===== config.mk =====
export PLATFORM = sky130hd
export DESIGN_NAME = txring_engine
export DESIGN_NICKNAME = d
export VERILOG_FILES = /design/src/rtl/txring_pkg.sv /design/src/rtl/txring_regs.sv /design/src/rtl/txring_seq.sv /design/src/rtl/txring_engine.sv
export SDC_FILE = /design/constraint.sdc
export NUM_CORES = 1
export LEC_CHECK = 0
export ABC_AREA = 1
export BUFFER_PORTS_ARGS = -buffer_cell sky130_fd_sc_hd__buf_2
export CORE_UTILIZATION = 30
export DETAILED_ROUTE_END_ITERATION = 8
export PLACE_DENSITY_LB_ADDON = 0.25
export SYNTH_ARGS = -nofsm -noshare
export SYNTH_HDL_FRONTEND = slang
export SYNTH_SLANG_ARGS = --single-unit

===== constraint.sdc =====
create_clock -name clk -period 6.4 [get_ports clk]
set_clock_uncertainty 0.2 [all_clocks]
set_input_delay 0.32 -clock clk [delete_from_list [all_inputs] [get_ports clk]]
set_output_delay 0.32 -clock clk [all_outputs]
set_load 0.02 [all_outputs]

===== src/rtl/txring_pkg.sv =====
package txring_pkg;

  // register indices
  localparam int RA_CTRL    = 0;
  localparam int RA_BASE_LO = 1;
  localparam int RA_BASE_HI = 2;
  localparam int RA_LEN     = 3;
  localparam int RA_HEAD    = 4;
  localparam int RA_TAIL    = 5;
  localparam int RA_CAUSE   = 6;
  localparam int RA_MASK    = 7;

  // control bits
  localparam int CTRL_GRAN = 0;
  localparam int CTRL_EN   = 1;

  // command byte bits
  localparam int CMD_RS   = 3;
  localparam int CMD_DEXT = 5;

  // cause bits
  localparam int CAUSE_WB    = 0;
  localparam int CAUSE_EMPTY = 1;

  localparam int DESC_BYTES = 16;
  localparam int STAT_OFS   = 12;

  typedef enum logic [1:0] {ST_IDLE, ST_FETCH, ST_PKT, ST_WB} seq_state_e;

  // entry layout, highest byte first so that byte 0 lands in bits 7:0
  typedef struct packed {
    logic [15:0] special;
    logic [7:0]  css;
    logic [7:0]  status;
    logic [7:0]  cmd;
    logic [7:0]  cso;
    logic [15:0] len;
    logic [63:0] addr;
  } tx_desc_t;

  function automatic logic [31:0] next_index(input logic [31:0] idx, input logic [31:0] n);
    return (idx + 32'd1 >= n) ? 32'd0 : idx + 32'd1;
  endfunction

  function automatic logic [63:0] desc_addr(input logic [63:0] base, input logic [31:0] idx);
    return base + {28'd0, idx, 4'd0};
  endfunction

  function automatic logic len_legal(input logic [31:0] w, input int unsigned min_len,
                                     input int unsigned len_w);
    return (w[3:0] == 4'd0) && (w >= min_len) && ((w >> len_w) == 32'd0);
  endfunction

  function automatic logic [7:0] status_byte(input logic [1:0] coll);
    return {5'd0, coll, 1'b1};
  endfunction

endpackage


===== src/rtl/txring_regs.sv =====
module txring_regs
  import txring_pkg::*;
#(
  parameter int LEN_W   = 20,
  parameter int MIN_LEN = 128,
  parameter int RA_W    = 3,
  localparam int IDX_W  = LEN_W - 4,
  localparam int NREG   = 1 << RA_W
) (
  input  logic             clk,
  input  logic             rst_n,
  input  logic             reg_wr,
  input  logic             reg_rd,
  input  logic [RA_W-1:0]  reg_addr,
  input  logic [31:0]      reg_wdata,
  output logic [31:0]      reg_rdata,
  input  logic             eng_busy,
  input  logic             retire,
  input  logic             wrote_back,
  output logic             en,
  output logic             gran,
  output logic [63:0]      base,
  output logic [IDX_W-1:0] entries,
  output logic [IDX_W-1:0] head,
  output logic [IDX_W-1:0] tail,
  output logic [1:0]       cause,
  output logic [1:0]       mask,
  output logic             irq
);

  logic             en_q, gran_q;
  logic [63:0]      base_q;
  logic [LEN_W-1:0] len_q;
  logic [IDX_W-1:0] head_q, tail_q, head_step;
  logic [1:0]       cause_q, mask_q, cause_set, cause_clr;
  logic [NREG-1:0]  wr_sel;
  logic             cfg_open, idx_fits, rd_cause, len_ok;

  for (genvar i = 0; i < NREG; i++) begin : g_dec
    assign wr_sel[i] = reg_wr && (reg_addr == RA_W'(i));
  end

  assign entries   = len_q[LEN_W-1:4];
  assign cfg_open  = !en_q && !eng_busy;
  assign idx_fits  = reg_wdata < 32'(entries);
  assign len_ok    = len_legal(reg_wdata, MIN_LEN, LEN_W);
  assign rd_cause  = reg_rd && (reg_addr == RA_W'(RA_CAUSE));
  assign head_step = IDX_W'(next_index(32'(head_q), 32'(entries)));

  always_comb begin
    cause_set = '0;
    cause_set[CAUSE_WB]    = wrote_back;
    cause_set[CAUSE_EMPTY] = retire && (head_step == tail_q);
    cause_clr = rd_cause ? 2'b11 : 2'b00;
  end

  always_ff @(posedge clk or negedge rst_n) begin
    if (!rst_n) begin
      en_q    <= 1'b0;
      gran_q  <= 1'b0;
      base_q  <= '0;
      len_q   <= LEN_W'(MIN_LEN);
      head_q  <= '0;
      tail_q  <= '0;
      cause_q <= '0;
      mask_q  <= '0;
    end else begin
      if (wr_sel[RA_CTRL]) begin
        en_q   <= reg_wdata[CTRL_EN];
        gran_q <= reg_wdata[CTRL_GRAN];
      end
      if (wr_sel[RA_BASE_LO] && cfg_open) base_q[31:0]  <= reg_wdata;
      if (wr_sel[RA_BASE_HI] && cfg_open) base_q[63:32] <= reg_wdata;
      if (wr_sel[RA_MASK]) mask_q <= reg_wdata[1:0];
      if (wr_sel[RA_TAIL] && idx_fits) tail_q <= IDX_W'(reg_wdata);
      if (wr_sel[RA_HEAD] && cfg_open && idx_fits) head_q <= IDX_W'(reg_wdata);
      if (wr_sel[RA_LEN] && cfg_open && len_ok) begin
        len_q  <= LEN_W'(reg_wdata);
        head_q <= '0;
        tail_q <= '0;
      end
      if (retire) head_q <= head_step;
      cause_q <= (cause_q & ~cause_clr) | cause_set;
    end
  end

  always_comb begin
    case (reg_addr)
      RA_W'(RA_CTRL):    reg_rdata = {30'd0, en_q, gran_q};
      RA_W'(RA_BASE_LO): reg_rdata = base_q[31:0];
      RA_W'(RA_BASE_HI): reg_rdata = base_q[63:32];
      RA_W'(RA_LEN):     reg_rdata = 32'(len_q);
      RA_W'(RA_HEAD):    reg_rdata = 32'(head_q);
      RA_W'(RA_TAIL):    reg_rdata = 32'(tail_q);
      RA_W'(RA_CAUSE):   reg_rdata = {30'd0, cause_q};
      RA_W'(RA_MASK):    reg_rdata = {30'd0, mask_q};
      default:           reg_rdata = '0;
    endcase
  end

  assign en    = en_q;
  assign gran  = gran_q;
  assign base  = base_q;
  assign head  = head_q;
  assign tail  = tail_q;
  assign cause = cause_q;
  assign mask  = mask_q;
  assign irq   = |(cause_q & mask_q);

endmodule


===== src/rtl/txring_seq.sv =====
module txring_seq
  import txring_pkg::*;
#(
  parameter int IDX_W = 16
) (
  input  logic             clk,
  input  logic             rst_n,
  input  logic             en,
  input  logic             gran,
  input  logic [63:0]      base,
  input  logic [IDX_W-1:0] head,
  input  logic [IDX_W-1:0] tail,
  output logic             mem_rd_req,
  output logic [63:0]      mem_rd_addr,
  input  logic             mem_rd_valid,
  input  logic [127:0]     mem_rd_data,
  output logic             pkt_valid,
  output logic [63:0]      pkt_addr,
  output logic [15:0]      pkt_len,
  output logic [7:0]       pkt_cmd,
  output logic [7:0]       pkt_cso,
  output logic [7:0]       pkt_css,
  output logic [15:0]      pkt_special,
  input  logic             pkt_done,
  input  logic [1:0]       pkt_status,
  output logic             mem_wr_req,
  output logic [63:0]      mem_wr_addr,
  output logic [7:0]       mem_wr_data,
  input  logic             mem_wr_ack,
  output logic             busy,
  output logic             retire,
  output logic             wrote_back
);

  seq_state_e  state;
  tx_desc_t    desc_q, fetched;
  logic [7:0]  stat_q;
  logic [63:0] entry_base;
  logic        fetch_ext, need_wb, skip_ext, pkt_only;

  assign fetched    = tx_desc_t'(mem_rd_data);
  assign fetch_ext  = fetched.cmd[CMD_DEXT];
  assign need_wb    = desc_q.cmd[CMD_RS] | gran;
  assign entry_base = desc_addr(base, 32'(head));

  assign skip_ext   = (state == ST_FETCH) && mem_rd_valid && fetch_ext;
  assign pkt_only   = (state == ST_PKT) && pkt_done && !need_wb;
  assign wrote_back = (state == ST_WB) && mem_wr_ack;
  assign retire     = skip_ext || pkt_only || wrote_back;
  assign busy       = (state != ST_IDLE);

  always_ff @(posedge clk or negedge rst_n) begin
    if (!rst_n) begin
      state  <= ST_IDLE;
      desc_q <= '0;
      stat_q <= '0;
    end else begin
      case (state)
        ST_IDLE:  if (en && (head != tail)) state <= ST_FETCH;
        ST_FETCH: if (mem_rd_valid) begin
                    desc_q <= fetched;
                    state  <= fetch_ext ? ST_IDLE : ST_PKT;
                  end
        ST_PKT:   if (pkt_done) begin
                    stat_q <= status_byte(pkt_status);
                    state  <= need_wb ? ST_WB : ST_IDLE;
                  end
        ST_WB:    if (mem_wr_ack) state <= ST_IDLE;
        default:  state <= ST_IDLE;
      endcase
    end
  end

  assign mem_rd_req  = (state == ST_FETCH);
  assign mem_rd_addr = entry_base;
  assign pkt_valid   = (state == ST_PKT);
  assign pkt_addr    = desc_q.addr;
  assign pkt_len     = desc_q.len;
  assign pkt_cmd     = desc_q.cmd;
  assign pkt_cso     = desc_q.cso;
  assign pkt_css     = desc_q.css;
  assign pkt_special = desc_q.special;
  assign mem_wr_req  = (state == ST_WB);
  assign mem_wr_addr = entry_base + 64'(STAT_OFS);
  assign mem_wr_data = stat_q;

endmodule


===== src/rtl/txring_engine.sv =====
module txring_engine
  import txring_pkg::*;
#(
  parameter int LEN_W   = 20,
  parameter int MIN_LEN = 128,
  parameter int RA_W    = 3
) (
  input  logic            clk,
  input  logic            rst_n,
  input  logic            reg_wr,
  input  logic            reg_rd,
  input  logic [RA_W-1:0] reg_addr,
  input  logic [31:0]     reg_wdata,
  output logic [31:0]     reg_rdata,
  output logic            mem_rd_req,
  output logic [63:0]     mem_rd_addr,
  input  logic            mem_rd_valid,
  input  logic [127:0]    mem_rd_data,
  output logic            pkt_valid,
  output logic [63:0]     pkt_addr,
  output logic [15:0]     pkt_len,
  output logic [7:0]      pkt_cmd,
  output logic [7:0]      pkt_cso,
  output logic [7:0]      pkt_css,
  output logic [15:0]     pkt_special,
  input  logic            pkt_done,
  input  logic [1:0]      pkt_status,
  output logic            mem_wr_req,
  output logic [63:0]     mem_wr_addr,
  output logic [7:0]      mem_wr_data,
  input  logic            mem_wr_ack,
  output logic            irq
);

  localparam int IDX_W = LEN_W - 4;

  logic             en, gran, busy, retire, wrote_back;
  logic [63:0]      base;
  logic [IDX_W-1:0] entries, head, tail;
  logic [1:0]       cause, mask;

  txring_regs #(.LEN_W(LEN_W), .MIN_LEN(MIN_LEN), .RA_W(RA_W)) u_regs (
    .clk(clk), .rst_n(rst_n),
    .reg_wr(reg_wr), .reg_rd(reg_rd), .reg_addr(reg_addr),
    .reg_wdata(reg_wdata), .reg_rdata(reg_rdata),
    .eng_busy(busy), .retire(retire), .wrote_back(wrote_back),
    .en(en), .gran(gran), .base(base), .entries(entries),
    .head(head), .tail(tail), .cause(cause), .mask(mask), .irq(irq)
  );

  txring_seq #(.IDX_W(IDX_W)) u_seq (
    .clk(clk), .rst_n(rst_n),
    .en(en), .gran(gran), .base(base), .head(head), .tail(tail),
    .mem_rd_req(mem_rd_req), .mem_rd_addr(mem_rd_addr),
    .mem_rd_valid(mem_rd_valid), .mem_rd_data(mem_rd_data),
    .pkt_valid(pkt_valid), .pkt_addr(pkt_addr), .pkt_len(pkt_len),
    .pkt_cmd(pkt_cmd), .pkt_cso(pkt_cso), .pkt_css(pkt_css),
    .pkt_special(pkt_special), .pkt_done(pkt_done), .pkt_status(pkt_status),
    .mem_wr_req(mem_wr_req), .mem_wr_addr(mem_wr_addr),
    .mem_wr_data(mem_wr_data), .mem_wr_ack(mem_wr_ack),
    .busy(busy), .retire(retire), .wrote_back(wrote_back)
  );

endmodule


==> flow_metrics.tcl, run 1 <==
set metrics [dict create \
    status "completed" \
    pin_count 464 \
    cts_resized 0 \
    power.total_uw 13100 \
    cts_sinks 247 \
    p_leak_uw 0.0125 \
    syn_inst 2708 \
    p_per_area_nw_per_um2 556 \
    grt_usage_pct 25.5 \
    route.vias.total 20000 \
    ant_nets 0 \
    hold_buffers 179 \
    portBuffers 450 \
    vias_per_cell 4.89 \
    reg2reg_depth 21 \
    synthAdderAreaFrac_pct 3.58 \
    ys_warn_count 0 \
    irDropWorstVdd_mv 0.574 \
    min_path_type "primary input to register" \
    synth_ff_type "dfrtp_1" \
    drt-pass1-iter-count 6 \
    crit_path_end_kind "primary output" \
    startpoint_type "register" \
    dieArea_um2 59900 \
    drive_gt1_share_pct 20.2 \
    final_cell_area_um2 23500 \
    routedWlPerCell_um 19.1 \
    grt_pass1_wl_mm 116 \
    synth-simple-area-share_pct 41.4 \
    min_period_over_period_pct 73.4 \
    drc 0 \
    clock_latency_ns 0.57 \
    cp_num_cells 17 \
    worst_path_largest_cell_delay_ns 0.50 \
    dpl.hpwl_mm 61.3 \
    die_w_um 245 \
    cp_data_arrival_time_ns 4.17 \
    ys_ff_latch 247 \
    min_period_ns 4.69 \
    clkTransAtPathRegs_ns 0.06 \
    wirelength_mm 78.3 \
    critPathMostFrequentCell "nand2_1" \
    grt_overflow 0 \
    crit_family "simple AND/OR/NAND/NOR gates" \
    synth.area.mux_share_pct 0.255 \
    syn2layout_area_growth_pct 33.0 \
    ctsRootBufferMaster "clkbuf_16" \
    crit_type "register to primary output" \
    whs_path_depth 4 \
    worst-path-max-fanout 6 \
    synth_edf_count 0 \
    cp_cell_sequence "ha_1 > fa_1 > nand3_1 > nand3_2 > nand2_1 > nand2_1 > nand2_1 > nand3_1 > nand2_2 > nand2_1 > nor2_2 > nand2_1 > nor3_2 > nand3_1 > nand2_1 > nand2_1 > buf_2" \
    synth_xor_area_share_pct 2.77 \
    critPathBufInv 1 \
    maxSlewViolCount 0 \
    crit_required_ns 5.88 \
    ctsLongestPathBuffers 3 \
    setup_violations 0 \
    avgSynthCellArea_um2 6.52 \
    placed_cell_area_um2 20700 \
    yosysSeqAreaShare_pct 35.0 \
    synthArstFlopShare_pct 100 \
    gp_congestion 0.987 \
    row_count 88 \
    fmax_mhz 213 \
    core_um2 57900 \
    cp_slowest_cell "fa_1" \
    drv_cap 0 \
    finalHoldViolCount 0 \
    start_util_pct 30.5 \
    grt_max_degree 126 \
    tightest_slew_ns 1.10 \
    worst_slack_ns 1.71 \
    antenna_found_initial 2 \
    chipHeight_um 245 \
    synth_top_family_by_area "simple AND/OR/NAND/NOR gates" \
    rsz0062_at_grt "no" \
    cts_setup_buffers 0 \
    synth_cell_type_count 50 \
    cts-htree-levels 1 \
    grt_pass1_vias 19500 \
    synth_compound_area_share_pct 7.83 \
    syn-cell-area_um2 17700 \
    cts_tree "built" \
    slew_headroom_pct 26.6 \
    nets 3534 \
    drtIter0Drc 1240 \
    pre_cts_ws_ns 1.98 \
    cts_buffers 29 \
    tns_ns 0 \
]
==> where the power goes <==
group	internal, µW	total (µW)	switching (µW)
Sequential	2190	2860	676
Combinational	2430	8450	6020
Clock	1040	1740	708
Total	5650	13100	7410
==> per-stage QoR <==
step / instances / util [%] / hold slack (ns)
after floorplan: 2712 / - / -0.176
after global placement: 3867 / 35.8 / 0.250
after detailed placement: 3867 / 35.8 / 0.254
after CTS: 4098 / 40.6 / 0.00197
after global routing: 4099 / 40.6 / 0.0415
final: 4100 / 40.6 / 0.0303
==> layout by cell type, fill, tap and decap left out, types with 8 or more instances in the layout <==
| cell type | instances |
|---|---|
| a21oi_1 | 33 |
| o21ai_0 | 118 |
| a221oi_1 | 16 |
| nor2_2 | 37 |
| ha_1 | 49 |
| nand3_2 | 16 |
| nor2_4 | 13 |
| inv_2 | 15 |
| xor2_1 | 47 |
| buf_2 | 449 |
| nand3_1 | 137 |
| o22ai_1 | 45 |
| nand2_1 | 1071 |
| nand2_2 | 60 |
| dfrtp_1 | 246 |
| buf_4 | 13 |
| inv_1 | 323 |
| clkbuf_16 | 29 |
| o211ai_1 | 8 |
| nand4_1 | 67 |
| dlygate4sd3_1 | 179 |
| nor3_1 | 36 |
| nor2_1 | 230 |
==> worst min-delay path, delay by kind of cell <==
kind | cells | cell delay [ns]
buf+inv | 1 | 0.12
simple gates | 3 | 0.30
==> cell families after synthesis <==
group	Yosys count
other cells	1
mux	4
xor+xnor	55
buf+inv	413
flops	247
fa+ha+maj	50
simple gates	1699
compound gates	239
==> routing by layer <==
metal  part of all wire, %  GRT usage, %  vias to the layer above
met4                   4.7          11.5                        0
met2                    48          43.7                      844
met3                   7.2          3.75                      156
li1                      -             -                     9773
met1                    40          31.5                     9261
met5                     0             0                        -
==> sequential cells by signal, summed over array words and instances, names as in the netlist, 2 cells and up <==
register,cells
u_regs.len_q,20
u_seq.pkt_special,16
u_regs.tail,16
u_regs.head,16
u_seq.pkt_css,8
u_seq.state,2
u_regs.base,64
u_seq.pkt_cmd,8
u_regs.mask,2
u_seq.mem_wr_data,3
u_seq.pkt_cso,8
u_seq.pkt_addr,64
u_regs.cause,2
u_seq.pkt_len,16
==> final timing paths <==
check | startpoint | to | slack, ns
worst min-delay path | mem_rd_valid | u_seq.pkt_special[7] | 0.03
max in group asynchronous | rst_n | u_regs.len_q[9] | 4.54
worst min register to register | u_regs.len_q[1] | u_regs.len_q[1] | 0.26
worst max register to register | u_regs.head[1] | u_regs.cause[1] | 1.83
worst max-delay path | u_regs.head[0] | mem_wr_addr[62] | 1.71
min in group asynchronous | rst_n | u_seq.pkt_css[1] | 0.18
==> synthesized netlist by cell type, types with 4 or more instances <==
| master | instances | area [µm²] |
|---|---|---|
| nor3_1 | 39 | 195 |
| a21oi_1 | 33 | 165 |
| nand4_1 | 67 | 419 |
| inv_2 | 15 | 56.3 |
| nand2_1 | 1072 | 4020 |
| buf_4 | 12 | 90.1 |
| o211ai_1 | 8 | 60.1 |
| mux2_2 | 4 | 45.0 |
| nor2_1 | 232 | 871 |
| dfrtp_1 | 246 | 6160 |
| nand3_2 | 16 | 160 |
| a221oi_1 | 16 | 140 |
| nor4_1 | 7 | 43.8 |
| clkbuf_1 | 55 | 206 |
| xnor2_1 | 7 | 61.3 |
| nand2_2 | 60 | 375 |
| inv_1 | 324 | 1220 |
| nand3b_1 | 6 | 45.0 |
| nor2_4 | 11 | 124 |
| nor2_2 | 37 | 231 |
| o21ai_0 | 118 | 591 |
| buf_2 | 5 | 25.0 |
| nand3_1 | 137 | 686 |
| o221ai_1 | 4 | 35.0 |
| xor2_1 | 47 | 412 |
| ha_1 | 49 | 613 |
| o22ai_1 | 45 | 282 |
==> layout make-up <==
type	instances	area [µm²]
flip-flops and latches	247	6180
multi-input cells	2052	9930
inverters	339	1270
repair buffers	643	4170
clock buffers	43	848
fillers	6238	34400
clock inverters	9	138
well taps	765	957
diodes	2	5.00
(Power assumes the default switching activity.)
==> run 2, diff against run 1 <==
==> constraint.sdc (replaced) <==
create_clock -name clk -period 4.1 [get_ports clk]
set_clock_uncertainty 0.2 [all_clocks]
set_input_delay 0.205 -clock clk [delete_from_list [all_inputs] [get_ports clk]]
set_output_delay 0.205 -clock clk [all_outputs]
set_load 0.02 [all_outputs]
==> run 2 against run 1 <==
Via count up 1.5%. Critical path depth decreased by 1. Wire length grew 0.65%. Critical endpoint is now mem_wr_addr[50]. Largest cell class unchanged. Largest power group unchanged. Highest routed layer unchanged.
==> flow_metrics.tcl, run 2 (synthesis results as in run 1) <==
set metrics [dict create \
    clkTransAtPathRegs_ns 0.06 \
    layout_common_cells "nand2_1 (1,029), buf_2 (445), inv_1 (316)" \
    p_per_area_nw_per_um2 878 \
    layout_commonest_cell "nand2_1" \
    maxSlewViolCount 0 \
    cts_tree "built" \
    slew_headroom_pct 38.5 \
    irDropWorstVdd_mv 0.938 \
    die_w_um 245 \
    drc 0 \
    crit_type "register to primary output" \
    drtIter0Drc 1340 \
    nets 3577 \
    min_period_over_period_pct 97.7 \
    start_util_pct 30.5 \
    drt-pass1-iter-count 7 \
    p_leak_uw 0.0128 \
    finalHoldViolCount 0 \
    min_period_ns 4.01 \
    grt_pass1_wl_mm 118 \
    crit_family "simple AND/OR/NAND/NOR gates" \
    syn2layout_area_growth_pct 39.2 \
    worst_slack_ns 0.0928 \
    route.vias.total 20300 \
    worst_path_largest_cell_delay_ns 0.60 \
    antenna_found_initial 1 \
    setup_violations 0 \
    crit_path_end_kind "primary output" \
    tightest_slew_ns 0.922 \
    row_count 88 \
    ant_nets 0 \
    min_path_type "primary input to register" \
    chipHeight_um 245 \
    grt_pass1_vias 19800 \
    grt_usage_pct 25.6 \
    critPathBufInv 3 \
    grt_overflow 0 \
    core_um2 57900 \
    status "completed" \
    cts_sinks 247 \
    cp_cell_sequence "ha_4 > fa_2 > nand2_2 > inv_2 > nand2_4 > inv_2 > nand2_2 > nand3b_1 > nor2_2 > nand3_1 > nor2_2 > nand4_1 > nor3_4 > nand3_1 > nand2_1 > buf_2" \
    tns_ns 0 \
    drive_gt1_share_pct 25.7 \
    ctsLongestPathBuffers 3 \
    dpl.hpwl_mm 62.3 \
    cts_buffers 28 \
    crit_required_ns 3.69 \
    fmax_mhz 250 \
    final_util_pct 42.4 \
    rsz0062_at_grt "yes" \
    vias_per_cell 4.91 \
    gp_congestion 0.992 \
    pin_count 464 \
    grt_max_degree 115 \
    drv_cap 0 \
    cp_data_arrival_time_ns 3.60 \
    ctsRootBufferMaster "clkbuf_16" \
    wirelength_mm 78.8 \
    portBuffers 450 \
    dieArea_um2 59900 \
    worst-path-max-fanout 3 \
    clock_latency_ns 0.57 \
    cts-htree-levels 1 \
    startpoint_type "register" \
    pre_cts_ws_ns 0.275 \
    cp_slowest_cell "fa_2" \
    routedWlPerCell_um 19.0 \
]
## run 2: changes by cell type in the layout (fill, tap and decap cells not counted), sizes merged
cell / previous run / this run
buf: 464 / 519
dlygate4sd3: 179 / 168
clkinv: 4 / 10
clkbuf: 43 / 39
inv: 340 / 338
bufinv: 3 / 4
clkinvlp: 1 / 0
diode: 2 / 3
## run 2: metal layers
| metal | up-vias | wire length, µm | GRT usage (%) |
|---|---|---|---|
| li1 | 9852 | - | - |
| met5 | - | 0 | 0 |
| met2 | 918 | 36900 | 43.2 |
| met3 | 188 | 5640 | 3.20 |
| met4 | 0 | 4730 | 13.7 |
| met1 | 9375 | 31600 | 31.8 |
## run 2: timing repair
item                                    CTS  global route
hold endpoints to repair                350             0
cloned                                    0             0
pin swaps                                 6            18
hold buffers                            168             0
buffers inserted                         11            14
gates resized for setup                  51           153
endpoints found under the setup margin   40            44
## run 2: worst paths after layout
| check | start | end | slack (ns) | cells after the start |
|---|---|---|---|---|
| min in group asynchronous | rst_n | u_seq.pkt_css[1] | 0.13 | 2 |
| min reg2reg | u_seq.mem_wr_data[0] | u_seq.mem_wr_data[0] | 0.27 | 1 |
| max in group asynchronous | rst_n | u_regs.len_q[7] | 2.59 | 3 |
| max reg2reg | u_regs.head[0] | u_regs.cause[1] | 0.33 | 25 |
| max | u_regs.base[4] | mem_wr_addr[50] | 0.09 | 16 |
| min | mem_rd_valid | u_seq.pkt_cso[4] | 0.02 | 4 |
## run 2: report_power, final
part           internal [µW]  switching [µW]  total, µW  leakage, µW
logic                   4430            9910      14300      0.00935
clock network           1650            1080       2730     0.000497
registers               3430            1080       4510      0.00296
## run 2: worst min-delay path, delay by kind of cell
family	cells	cell delay (ns)
buffers and inverters	1	0.13
and+or+nand+nor	3	0.40
## run 2: cell type report
cell class,count,area [µm²]
inverter,339,1270
timing repair buffer,687,4500
sequential,247,6200
clock buffer,39,823
clock inverter,13,173
antenna,3,7.51
tap,765,957
fill,6036,33300
multi-input combinational,2052,10600
## run 2: through the flow
step	cell area (µm²)	total power [µW]	hold slack, ns	cells
floorplan	17700	12600	-0.291	2712
global placement	21000	17400	0.148	3897
detailed placement	21000	17500	0.143	3897
CTS	23900	20700	0.00540	4128
global route	24600	23000	0.0466	4142
finish	24600	21600	0.0195	4145
